--- config.mk ---
export PLATFORM = sky130hd
export DESIGN_NAME = cart_bank_map
export DESIGN_NICKNAME = d
export VERILOG_FILES = /design/src/rtl/cbm_pkg.sv /design/src/rtl/cbm_ctrl.sv /design/src/rtl/cbm_dpath.sv /design/src/rtl/cart_bank_map.sv
export SDC_FILE = /design/constraint.sdc
export NUM_CORES = 1
export LEC_CHECK = 0
export BUFFER_PORTS_ARGS = -buffer_cell sky130_fd_sc_hd__buf_4
export CAP_MARGIN = 5
export CORE_UTILIZATION = 50
export CTS_CLUSTER_DIAMETER = 30
export DETAILED_ROUTE_END_ITERATION = 10
export PLACE_DENSITY = 0.79
export SYNTH_ARGS = -nofsm -noshare
export SYNTH_HDL_FRONTEND = slang
export SYNTH_SLANG_ARGS = --single-unit
--- constraint.sdc ---
create_clock -name clk -period 2.26 [get_ports clk]
set_input_delay 0.452 -clock clk [delete_from_list [all_inputs] [get_ports clk]]
set_output_delay 0.452 -clock clk [all_outputs]
set_load 0.05 [all_outputs]
--- src/rtl/cbm_pkg.sv ---
package cbm_pkg;
  // decode key = {cpuAddr[14:13], cpuAddr[0]}
  localparam logic [2:0] KEY_SELECT = 3'b000;
  localparam logic [2:0] KEY_DATA   = 3'b001;
  localparam logic [2:0] KEY_MIRROR = 3'b010;

  localparam int SEL_MODE_BIT = 6;
  localparam int SEL_INV_BIT  = 7;
  localparam int NUM_BANK_REGS = 8;

  typedef struct packed {
    logic       selWr;
    logic       dataWr;
    logic       mirWr;
    logic [7:0] wdata;
  } ctrlStrobes_t;
endpackage

--- src/rtl/cbm_ctrl.sv ---
module cbm_ctrl
  import cbm_pkg::*;
(
  input  logic         cpuWrEn,
  input  logic [15:0]  cpuAddr,
  input  logic [7:0]   cpuData,
  input  logic         fourScreenCfg,
  output ctrlStrobes_t strobes
);
  logic [2:0] regKey;
  logic       upperWrite;

  assign regKey     = {cpuAddr[14:13], cpuAddr[0]};
  assign upperWrite = cpuWrEn && cpuAddr[15];

  always_comb begin
    strobes        = '0;
    strobes.wdata  = cpuData;
    if (upperWrite) begin
      unique case (regKey)
        KEY_SELECT: strobes.selWr  = 1'b1;
        KEY_DATA:   strobes.dataWr = 1'b1;
        KEY_MIRROR: strobes.mirWr  = !fourScreenCfg;
        default:    ;
      endcase
    end
  end
endmodule

--- src/rtl/cbm_dpath.sv ---
module cbm_dpath
  import cbm_pkg::*;
#(
  parameter int PRG_BANKS = 16,
  parameter int CHR_BANKS = 128
) (
  input  logic                         clk,
  input  logic                         rstN,
  input  ctrlStrobes_t                 strobes,
  input  logic [15:0]                  cpuAddr,
  input  logic [12:0]                  vidAddr,
  output logic                         prgRomSel,
  output logic [$clog2(PRG_BANKS)+12:0] prgRomAddr,
  output logic                         prgRamSel,
  output logic [12:0]                  prgRamAddr,
  output logic [$clog2(CHR_BANKS)+9:0] chrAddr,
  output logic                         mirrorHorz
);
  localparam int PBW = $clog2(PRG_BANKS);
  localparam int CBW = $clog2(CHR_BANKS);
  localparam logic [PBW-1:0] LAST_BANK   = '1;
  localparam logic [PBW-1:0] SECOND_LAST = LAST_BANK - 1'b1;

  logic [2:0] selIdx;
  logic       prgMode;
  logic       chrInv;
  logic       mirReg;
  logic [7:0] bankReg [NUM_BANK_REGS];

  // select register
  always_ff @(posedge clk or negedge rstN) begin
    if (!rstN) begin
      selIdx  <= '0;
      prgMode <= 1'b0;
      chrInv  <= 1'b0;
    end else if (strobes.selWr) begin
      selIdx  <= strobes.wdata[2:0];
      prgMode <= strobes.wdata[SEL_MODE_BIT];
      chrInv  <= strobes.wdata[SEL_INV_BIT];
    end
  end

  // bank data registers
  for (genvar g = 0; g < NUM_BANK_REGS; g++) begin : gBank
    always_ff @(posedge clk or negedge rstN) begin
      if (!rstN)
        bankReg[g] <= '0;
      else if (strobes.dataWr && (selIdx == 3'(g)))
        bankReg[g] <= strobes.wdata;
    end
  end

  // mirroring register
  always_ff @(posedge clk or negedge rstN) begin
    if (!rstN)
      mirReg <= 1'b0;
    else if (strobes.mirWr)
      mirReg <= strobes.wdata[0];
  end
  assign mirrorHorz = mirReg;

  // program windows
  logic [1:0]     prgWin;
  logic [PBW-1:0] prgBank;
  assign prgWin = cpuAddr[14:13];

  always_comb begin
    unique case (prgWin)
      2'd0:    prgBank = prgMode ? SECOND_LAST : bankReg[6][PBW-1:0];
      2'd1:    prgBank = bankReg[7][PBW-1:0];
      2'd2:    prgBank = prgMode ? bankReg[6][PBW-1:0] : SECOND_LAST;
      default: prgBank = LAST_BANK;
    endcase
  end

  assign prgRomSel  = cpuAddr[15];
  assign prgRomAddr = {prgBank, cpuAddr[12:0]};
  assign prgRamSel  = (cpuAddr[15:13] == 3'b011);
  assign prgRamAddr = cpuAddr[12:0];

  // character slots: inversion flips which half is the 2K half
  logic [2:0]     effSlot;
  logic [2:0]     oneKIdx;
  logic [7:0]     pairReg;
  logic [CBW-1:0] chrBank;

  assign effSlot = vidAddr[12:10] ^ {chrInv, 2'b00};
  assign oneKIdx = {1'b0, effSlot[1:0]} + 3'd2;
  assign pairReg = bankReg[{2'b00, effSlot[1]}];

  always_comb begin
    if (!effSlot[2])
      chrBank = {pairReg[CBW-1:1], effSlot[0]};
    else
      chrBank = bankReg[oneKIdx][CBW-1:0];
  end

  assign chrAddr = {chrBank, vidAddr[9:0]};
endmodule

--- src/rtl/cart_bank_map.sv ---
module cart_bank_map
  import cbm_pkg::*;
#(
  parameter int PRG_BANKS = 16,
  parameter int CHR_BANKS = 128
) (
  input  logic                          clk,
  input  logic                          rstN,
  input  logic                          cpuWrEn,
  input  logic [15:0]                   cpuAddr,
  input  logic [7:0]                    cpuData,
  input  logic                          fourScreenCfg,
  input  logic [12:0]                   vidAddr,
  output logic                          prgRomSel,
  output logic [$clog2(PRG_BANKS)+12:0] prgRomAddr,
  output logic                          prgRamSel,
  output logic [12:0]                   prgRamAddr,
  output logic [$clog2(CHR_BANKS)+9:0]  chrAddr,
  output logic                          mirrorHorz
);
  ctrlStrobes_t strobes;

  cbm_ctrl uCtrl (
    .cpuWrEn       (cpuWrEn),
    .cpuAddr       (cpuAddr),
    .cpuData       (cpuData),
    .fourScreenCfg (fourScreenCfg),
    .strobes       (strobes)
  );

  cbm_dpath #(
    .PRG_BANKS (PRG_BANKS),
    .CHR_BANKS (CHR_BANKS)
  ) uDpath (
    .clk        (clk),
    .rstN       (rstN),
    .strobes    (strobes),
    .cpuAddr    (cpuAddr),
    .vidAddr    (vidAddr),
    .prgRomSel  (prgRomSel),
    .prgRomAddr (prgRomAddr),
    .prgRamSel  (prgRamSel),
    .prgRamAddr (prgRamAddr),
    .chrAddr    (chrAddr),
    .mirrorHorz (mirrorHorz)
  );
endmodule

Yosys cells after proc, flatten, opt, wreduce, memory -nomap -nowiden. Cells that the tools add are included.

Register bits after elaboration: 70. Output and inout bits: 50. Logic and storage cells: 57.

Add/sub/neg operators: 1. Order comparisons: 2. Equality and inequality tests: 12. Mux-type cells: 14. Bitwise operators: 3. Reductions and logical operators: 13.

Operators with widths (number): $bmux 8 s3 (2); $mux 7 (5); $eq 3x2->1 const B (4); $eq 3x3->1 const B (4); $pmux 4 s3 (1); $logic_and 1x1->1 (9); $ge 4x4->1 const B (2); $mux 4 (2); $eq 3x1->1 const B (2); $logic_not 3->1 (2); $not 1->4 (1); $not 3->4 (1); $add 2x2->3 const B (1); $mux 1 (3); $mux 3 (1); $xor 3x3->3 (1); $eq 2x1->1 const B (1); $eq 2x2->1 const B (1); $logic_not 2->1 (1); $logic_not 1->1 (1).

Longest topological paths before layout. Gate-level depths: netlist of run 1.

Word-level depth: 7. Depth in mapped cells: 5.

Modules after synthesis. From an unflattened synthesis of run 1, not the netlist that was laid out.

Cells, all modules: 219. Area, all modules: 2879.0 µm².

Modules (own cells, without submodules): cbm_dpath (times used 1, cells each 206, area an instance 2766.4 µm²); cbm_ctrl (times used 1, cells each 13, area an instance 112.6 µm²).

Worst setup path after synthesis of run 1. OpenSTA, ideal clock, no wires.

Kind: input -> output. Start point: in vidAddr[11]. End point: out chrAddr[11]. Data arrival time: 2.089 ns. Required time: 1.808 ns. Slack: -0.281 ns. Stages: 4. Cells stage by stage: clkbuf_1 -> buf_2 -> mux2i_1 -> o21ai_0.

Longest elaborated chain between the ends: 7. Elaborated cells between the ends (all ways): 11.

RTL lines: from (decl) (line cart_bank_map.sv:13) `input logic [12:0] vidAddr,`; $xor 3x3->3 (*) (line cbm_dpath.sv:87) `assign effSlot = vidAddr[12:10] ^ {chrInv, 2'b00};`; $add 2x2->3 (line cbm_dpath.sv:88) `assign oneKIdx = {1'b0, effSlot[1:0]} + 3'd2;`; $not 3->4 (not written as such) (line cbm_dpath.sv:95) `chrBank = bankReg[oneKIdx][CBW-1:0];`; $bmux 8 s3 (line cbm_dpath.sv:95); $mux 7 (not written as such) (2 in series) (line cbm_dpath.sv:95); $mux 7 (*) (line cbm_dpath.sv:92) `if (!effSlot[2])`; to (decl) (line cart_bank_map.sv:18) `output logic [$clog2(CHR_BANKS)+9:0] chrAddr,`.

Mark *: on every way between the ends. The rest lies on a longest branch, timed or not. The select of a mux whose other input is x is not followed.

Worst setup path in the final report of run 1.
Start point: reg uDpath.chrInv. End point: out chrAddr[10].

Longest elaborated chain between the ends: 2.

RTL lines: from (decl) (line cbm_dpath.sv:26) `logic chrInv;`; from (signal assigned) (line cbm_dpath.sv:39) `chrInv <= strobes.wdata[SEL_INV_BIT];`; $xor 3x3->3 (line cbm_dpath.sv:87); $mux 7 (line cbm_dpath.sv:92).

Every way passes these cells.

==> results of run 1 <==
per-stage QoR:
step	cells	setup WS (ns)
after floorplan	213	0.09423
after global placement	277	0.3053
after detailed placement	277	0.3147
after CTS	284	0.2234
after global routing	284	0.1419
final	284	0.2469
cell families after synthesis:
logic type | after synthesis | synth area share [%]
compound gates | 14 | 3.043
xor+xnor | 2 | 0.6174
buf+inv | 49 | 11.86
flops | 54 | 47.62
mux | 68 | 29.06
simple gates | 26 | 7.804
worst min-delay path by stage:
stage | endpoint | slack, ns | cells after the start
global route | uDpath.bankReg[61]$_DFFE_PN0P_ | 0.22 | 1
floorplan | uDpath.bankReg[0]$_DFFE_PN0P_ | 0.16 | 0
detailed placement | uDpath.bankReg[29]$_DFFE_PN0P_ | 0.49 | 1
finish | uDpath.bankReg[61]$_DFFE_PN0P_ | 0.17 | 1
CTS | uDpath.bankReg[53]$_DFFE_PN0P_ | 0.19 | 1
global placement | uDpath.bankReg[28]$_DFFE_PN0P_ | 0.48 | 1
power by group through the flow:
stage	clock [mW]	sequential [mW]	combinational, mW
2_1_floorplan	0	1.18	0.621
3_3_place_gp	0	1.20	0.597
3_5_place_dp	0	1.21	0.609
4_1_cts	0.537	1.19	0.610
5_1_grt	0.571	1.21	0.649
6_report	0.525	1.19	0.604
routing by layer:
| metal | share of wire [%] | vias up | track usage, % |
|---|---|---|---|
| li1 | - | 719 | - |
| met3 | 4.6 | 22 | 3.765 |
| met2 | 50 | 30 | 30.18 |
| met1 | 44 | 779 | 24.43 |
| met4 | 2.1 | 0 | 7.736 |
| met5 | 0 | - | 0 |
synth_stat cells, types with 2 or more instances:
master     n  area, sq um
clkbuf_1   2        7.510
mux4_2     6        135.1
nand4_2    2        25.02
xor2_1     2        17.52
dfrtp_1   54         1351
buf_4     39        292.8
mux2i_1    7        70.07
nand3_1    2        10.01
a21oi_1    2        10.01
o32a_1     3        30.03
inv_1      2        7.510
mux2_2    55        619.3
nor2_1     2        7.510
o21ai_0    8        40.04
nor3_4     2        32.53
buf_2      5        25.02
nand2_1    8        30.03
registers in the layout (all words and copies together) (netlist names):
signal,cells
uDpath.bankReg,48
uDpath.prgMode,1
uDpath.mirrorHorz,1
uDpath.chrInv,1
uDpath.selIdx,3
layout make-up:
type	count	area, sq um	share of cell area (%)
multi-input combinational	110	1156	38.79
clock inverter	2	13.76	0.4618
tap	72	90.09	3.023
sequential	54	1351	45.34
timing repair buffer	39	292.8	9.824
inverter	2	7.507	0.2519
clock buffer	5	68.82	2.309
placed cells by master (no fill, tap or decap), drive strengths merged:
| cell | n |
|---|---|
| nand2b | 1 |
| nand2 | 8 |
| xor2 | 2 |
| a31oi | 1 |
| nor4b | 1 |
| and4b | 1 |
| o21ai | 8 |
| dfrtp | 54 |
| mux4 | 6 |
| or3b | 1 |
| clkbuf | 5 |
| nor3b | 1 |
| nand4 | 3 |
| nor3 | 4 |
| nand3 | 2 |
| clkinv | 1 |
| o32a | 3 |
| mux2i | 7 |
| nor4 | 2 |
| buf | 39 |
| mux2 | 55 |
| nor2 | 2 |
| inv | 3 |
| a21oi | 2 |
worst register-to-register path: stages, from the launching register on:
cell and delay (ns):
dfrtp_1 0.51, or3b_1 0.47, nor3_4 0.35, mux2_2 0.38
==> impl_metrics.yaml, run 1 <==
worst_setup_path:
  r2r_end: "uDpath.bankReg[18]$_DFFE_PN0P_"
  slowest_delay_ns: 0.39
  worstPathRequired_ns: 1.81
  end_kind: "output port"
  cp_cell_sequence: "xor2_1 > buf_4 > a21oi_1 > a31oi_2 > buf_4"
  path_max_fanout: 14
  critPathLaunchType: "flop"
  r2r_cells: 3
  crit_arrival_ns: 1.56
  critical_path.top_delay_family: "buffers and inverters"
  reg2reg_from: "uDpath.selIdx[2]$_DFFE_PN0P_"
  ff2ff_setup_slack_ns: 0.44
  crit_buf_inv: 2
  critical_path.slowest_cell: "dfrtp_1"
  cp_common_cell: "buf_4"
  crit_end: "chrAddr[10]"
  path_depth: 5
  critical_path_class: "reg2out"
  crit_path_start: "uDpath.chrInv$_DFFE_PN0P_"
sta:
  post-route-period-util_pct: 89.08
  finClkSkew_ns: 0.008144
  finalSetupViolations: 0
  finalHoldViolations: 0
  setup_tns_ns: 0
  rsz0062_at_grt: "false"
  finalMaxSlewViolations: 0
  tightest_slew_ns: 0.6746
  holdWs_ns: 0.1700
  period_needed_ns: 2.013
  fmax_ghz: 0.4967
  max-slew-margin-rel_pct: 55.03
pwr:
  vdd_drop_max_mv: 0.3149
  p_switching_mw: 0.7441
  p_leak_nw: 1.440
  pwr_density_cell_nw_per_um2: 777.7
  p_sw_share_pct: 32.11
  pwr-share-seq_pct: 51.3
  p_clk_share_pct: 22.7
  total_power_mw: 2.318
  p_int_mw: 1.574
  pwr-share-comb_pct: 26.1
placed_design:
  place_area_sq_um: 2898
  port_buffers: 34
  gp_congestion: 0.7160
  dp_hpwl_mm: 3.461
logic_synthesis:
  synth_edf_count: 0
  yosys_most_used_dff: "dfrtp_1"
  synth_cell_types: 29
  synth.cell_area_sq_um: 2838
  async_reset_ff_share_pct: 100.0
  synth_seq_cells: 54
  syn-num-nets: 254
  synthCells: 213
  yosys_warnings: 0
  synth-seq-area-share_pct: 47.62
  avgSynthCellArea_sq_um: 13.32
floorplanning:
  die_w_microns: 77.34
  die-area_sq_um: 5981
  coreArea_sq_um: 5473
  die_h_microns: 77.34
  io_pins: 91
  start_util_pct: 51.85
  core.rowCount: 27
clocking:
  clkLatencyLatePin_ns: 0.31
  cts_tree: "yes"
  htreeDepth: 2
  cts_hold_buffers: 0
  max-clock-path-buffers: 2
  clock_sinks: 54
  cts-root-buf: "clkbuf_8"
  cts.reportedPaths.clkPinSlew_ns: 0.09
  cts.repair.resized: 0
  post-cts-setup-buffer-count: 0
  cts_buffers: 5
final_layout:
  drive_gt1_share_pct: 55.19
  fin_area_sq_um: 2980
  final_core_util_pct: 54.46
  antennaDiodeCount: 0
  nFillCells: 476
  nets: 253
  syn2layout_area_growth_pct: 5.026
drt:
  drc: 0
  drt_iter0_markers: 75
  viasPerCell: 5.458
  wl_per_cell_microns: 17.50
  num_vias: 1550
  wirelength_mm: 4.969
  drtPass1Iterations: 4
  antenna_left: 0
global_routing:
  grt.total_usage_pct: 18.63
  grt_first_pass_wirelength_mm: 8.556
  grt_pass1_vias: 1710
  grt_max_degree: 55
  overflow: 0
  antenna_found_initial: 0
flow_run:
  drv_cap: 0
outcome:
  status: "complete, no violations"
hold_path:
  min_path_type: "in2async"
(Power assumes the default switching activity.)
==> run 2, diff against run 1 <==
--- a/config.mk
+++ b/config.mk
@@ -7,10 +7,13 @@
 export LEC_CHECK = 0
 export BUFFER_PORTS_ARGS = -buffer_cell sky130_fd_sc_hd__buf_4
 export CAP_MARGIN = 5
-export CORE_UTILIZATION = 50
+export CELL_PAD_IN_SITES_DETAIL_PLACEMENT = 0
+export CELL_PAD_IN_SITES_GLOBAL_PLACEMENT = 1
+export CORE_UTILIZATION = 40
 export CTS_CLUSTER_DIAMETER = 30
 export DETAILED_ROUTE_END_ITERATION = 10
-export PLACE_DENSITY = 0.79
+export MAX_ROUTING_LAYER = met4
+export PLACE_DENSITY_LB_ADDON = 0.1
 export SYNTH_ARGS = -nofsm -noshare
 export SYNTH_HDL_FRONTEND = slang
 export SYNTH_SLANG_ARGS = --single-unit
==> run 2 against run 1 <==
  * Total power grew 5.5%
  * Core utilization fell by 9.7 points
  * Die area increased by 24%
  * Combinational power rose by 1%
  * Setup slack improved by 0.017 ns
  * Design area up 2.5%
  * Register-to-register slack better by 0.03 ns
  * Largest power group unchanged
==> impl_metrics.yaml, run 2 (same netlist as run 1, synthesis figures left out) <==
outcome:
  status: "complete, no violations"
final_layout:
  final_cell_mix: "55 x mux2_2, 54 x dfrtp_1, 41 x buf_4"
  reg.largest.list: "uDpath.bankReg (48), uDpath.selIdx (3)"
  antennaDiodeCount: 0
  regMostFlops: "uDpath.bankReg"
  seqCellArea_sq_um: 1351
  largest_reg_flops: 48
  nets: 255
  drive_gt1_share_pct: 55.61
  fin_area_sq_um: 3055
  nFillCells: 645
  final_common_cell: "mux2_2"
  multiInputGateArea_sq_um: 1156
  syn2layout_area_growth_pct: 7.672
drt:
  drc: 0
  viasPerCell: 5.232
  wirelength_mm: 5.644
  drt_iter0_markers: 69
  drtPass1Iterations: 4
  num_vias: 1622
  antenna_left: 0
  wl_per_cell_microns: 18.21
floorplanning:
  start_util_pct: 41.54
  die_w_microns: 86.23
  die-area_sq_um: 7435
  die_h_microns: 86.23
  io_pins: 91
  coreArea_sq_um: 6832
  core.rowCount: 30
clocking:
  cts_tree: "yes"
  cts-root-buf: "clkbuf_8"
  clkLatencyLatePin_ns: 0.29
  cts_buffers: 5
  post-cts-setup-buffer-count: 0
  htreeDepth: 2
  max-clock-path-buffers: 2
  cts_hold_buffers: 0
  cts.reportedPaths.clkPinSlew_ns: 0.09
  cts.repair.resized: 0
  clock_sinks: 54
placed_design:
  place_ws_ns: 0.3190
  place_area_sq_um: 2943
  port_buffers: 34
  gp_congestion: 0.7494
  dp_hpwl_mm: 3.998
global_routing:
  grt.total_usage_pct: 17.14
  overflow: 0
  grt_max_degree: 55
  antenna_found_initial: 0
  grt_first_pass_wirelength_mm: 9.239
  grt_pass1_vias: 1714
worst_setup_path:
  critical_path.slowest_cell: "dfrtp_1"
  reg2reg_from: "uDpath.selIdx[2]$_DFFE_PN0P_"
  critPathLaunchType: "flop"
  crit_arrival_ns: 1.54
  r2r_cells: 4
  crit_end: "chrAddr[12]"
  r2r_end: "uDpath.bankReg[21]$_DFFE_PN0P_"
  end_kind: "output port"
  path_max_fanout: 10
  cp_common_cell: "buf_4"
  worstPathRequired_ns: 1.81
  crit_path_start: "uDpath.chrInv$_DFFE_PN0P_"
  ff2ff_setup_slack_ns: 0.47
  cp_cell_sequence: "xor2_1 > buf_4 > nand2_1 > o21ai_1 > buf_4"
  critical_path_class: "reg2out"
  slowest_delay_ns: 0.39
sta:
  finalMaxSlewViolations: 0
  fin_ws_ns: 0.2639
  finalHoldViolations: 0
  post-route-period-util_pct: 88.32
  finClkSkew_ns: 0.004170
  fmax_ghz: 0.5010
  rsz0062_at_grt: "false"
  finalSetupViolations: 0
  tightest_slew_ns: 0.6853
  max-slew-margin-rel_pct: 54.31
  setup_tns_ns: 0
  period_needed_ns: 1.996
hold_path:
  min_path_type: "in2async"
flow_run:
  drv_cap: 0
pwr:
  vdd_drop_max_mv: 0.3402
  pwr_density_cell_nw_per_um2: 800.0
  p_leak_nw: 1.463
## run 2: changes by cell type in the layout (fill, tap and decap cells not counted)
cell / before / now
inv_6: 1 / 0
bufinv_16: 0 / 1
buf_4: 39 / 41
clkinv_2: 1 / 0
clkbuf_8: 5 / 6
## run 2: cell type report
class                      instances  share of cell area, %
sequential                        54                  44.23
tap                               96                  3.931
clock buffer                       6                  2.703
timing repair buffer              41                  10.07
inverter                           2                 0.2457
clock inverter                     1                 0.9828
multi-input combinational        110                  37.84
## run 2: worst min-delay path by stage
stage	startpoint	end	slack [ns]
6_report	rstN	uDpath.bankReg[49]$_DFFE_PN0P_	0.20
5_1_grt	rstN	uDpath.bankReg[41]$_DFFE_PN0P_	0.23
4_1_cts	rstN	uDpath.bankReg[49]$_DFFE_PN0P_	0.21
3_5_place_dp	uDpath.bankReg[43]$_DFFE_PN0P_	uDpath.bankReg[43]$_DFFE_PN0P_	0.49
3_3_place_gp	uDpath.bankReg[30]$_DFFE_PN0P_	uDpath.bankReg[30]$_DFFE_PN0P_	0.48
2_1_floorplan	rstN	uDpath.bankReg[0]$_DFFE_PN0P_	0.16
## run 2: worst max-delay path: cells and delay by family, from the launching register on
family | cells | cell delay [ns]
XOR/XNOR | 1 | 0.26
flip-flops | 1 | 0.39
buffers and inverters | 2 | 0.44
AND/OR/NAND/NOR | 1 | 0.06
AO/OA/AOI/OAI | 1 | 0.08
## run 2: metrics by stage
step / hold slack, ns / util (%) / total power [mW] / std cells
2_1_floorplan: 0.1564 / - / 1.800 / 213
3_3_place_gp: 0.4830 / 43.08 / 1.808 / 303
3_5_place_dp: 0.4935 / 43.08 / 1.832 / 303
4_1_cts: 0.2103 / 44.73 / 2.486 / 310
5_1_grt: 0.2250 / 44.73 / 2.583 / 310
6_report: 0.1996 / 44.73 / 2.444 / 310
## run 2: power by group
part	internal, mW	switching [mW]
combinational	0.265	0.347
clock	0.355	0.289
sequential	1.10	0.0891
## run 2: routing by layer
metal	global-route usage, %	share of wire (%)
met1	21.79	43
met2	26.26	49
met3	2.571	4.2
met4	9.848	4.0
met5	-	0
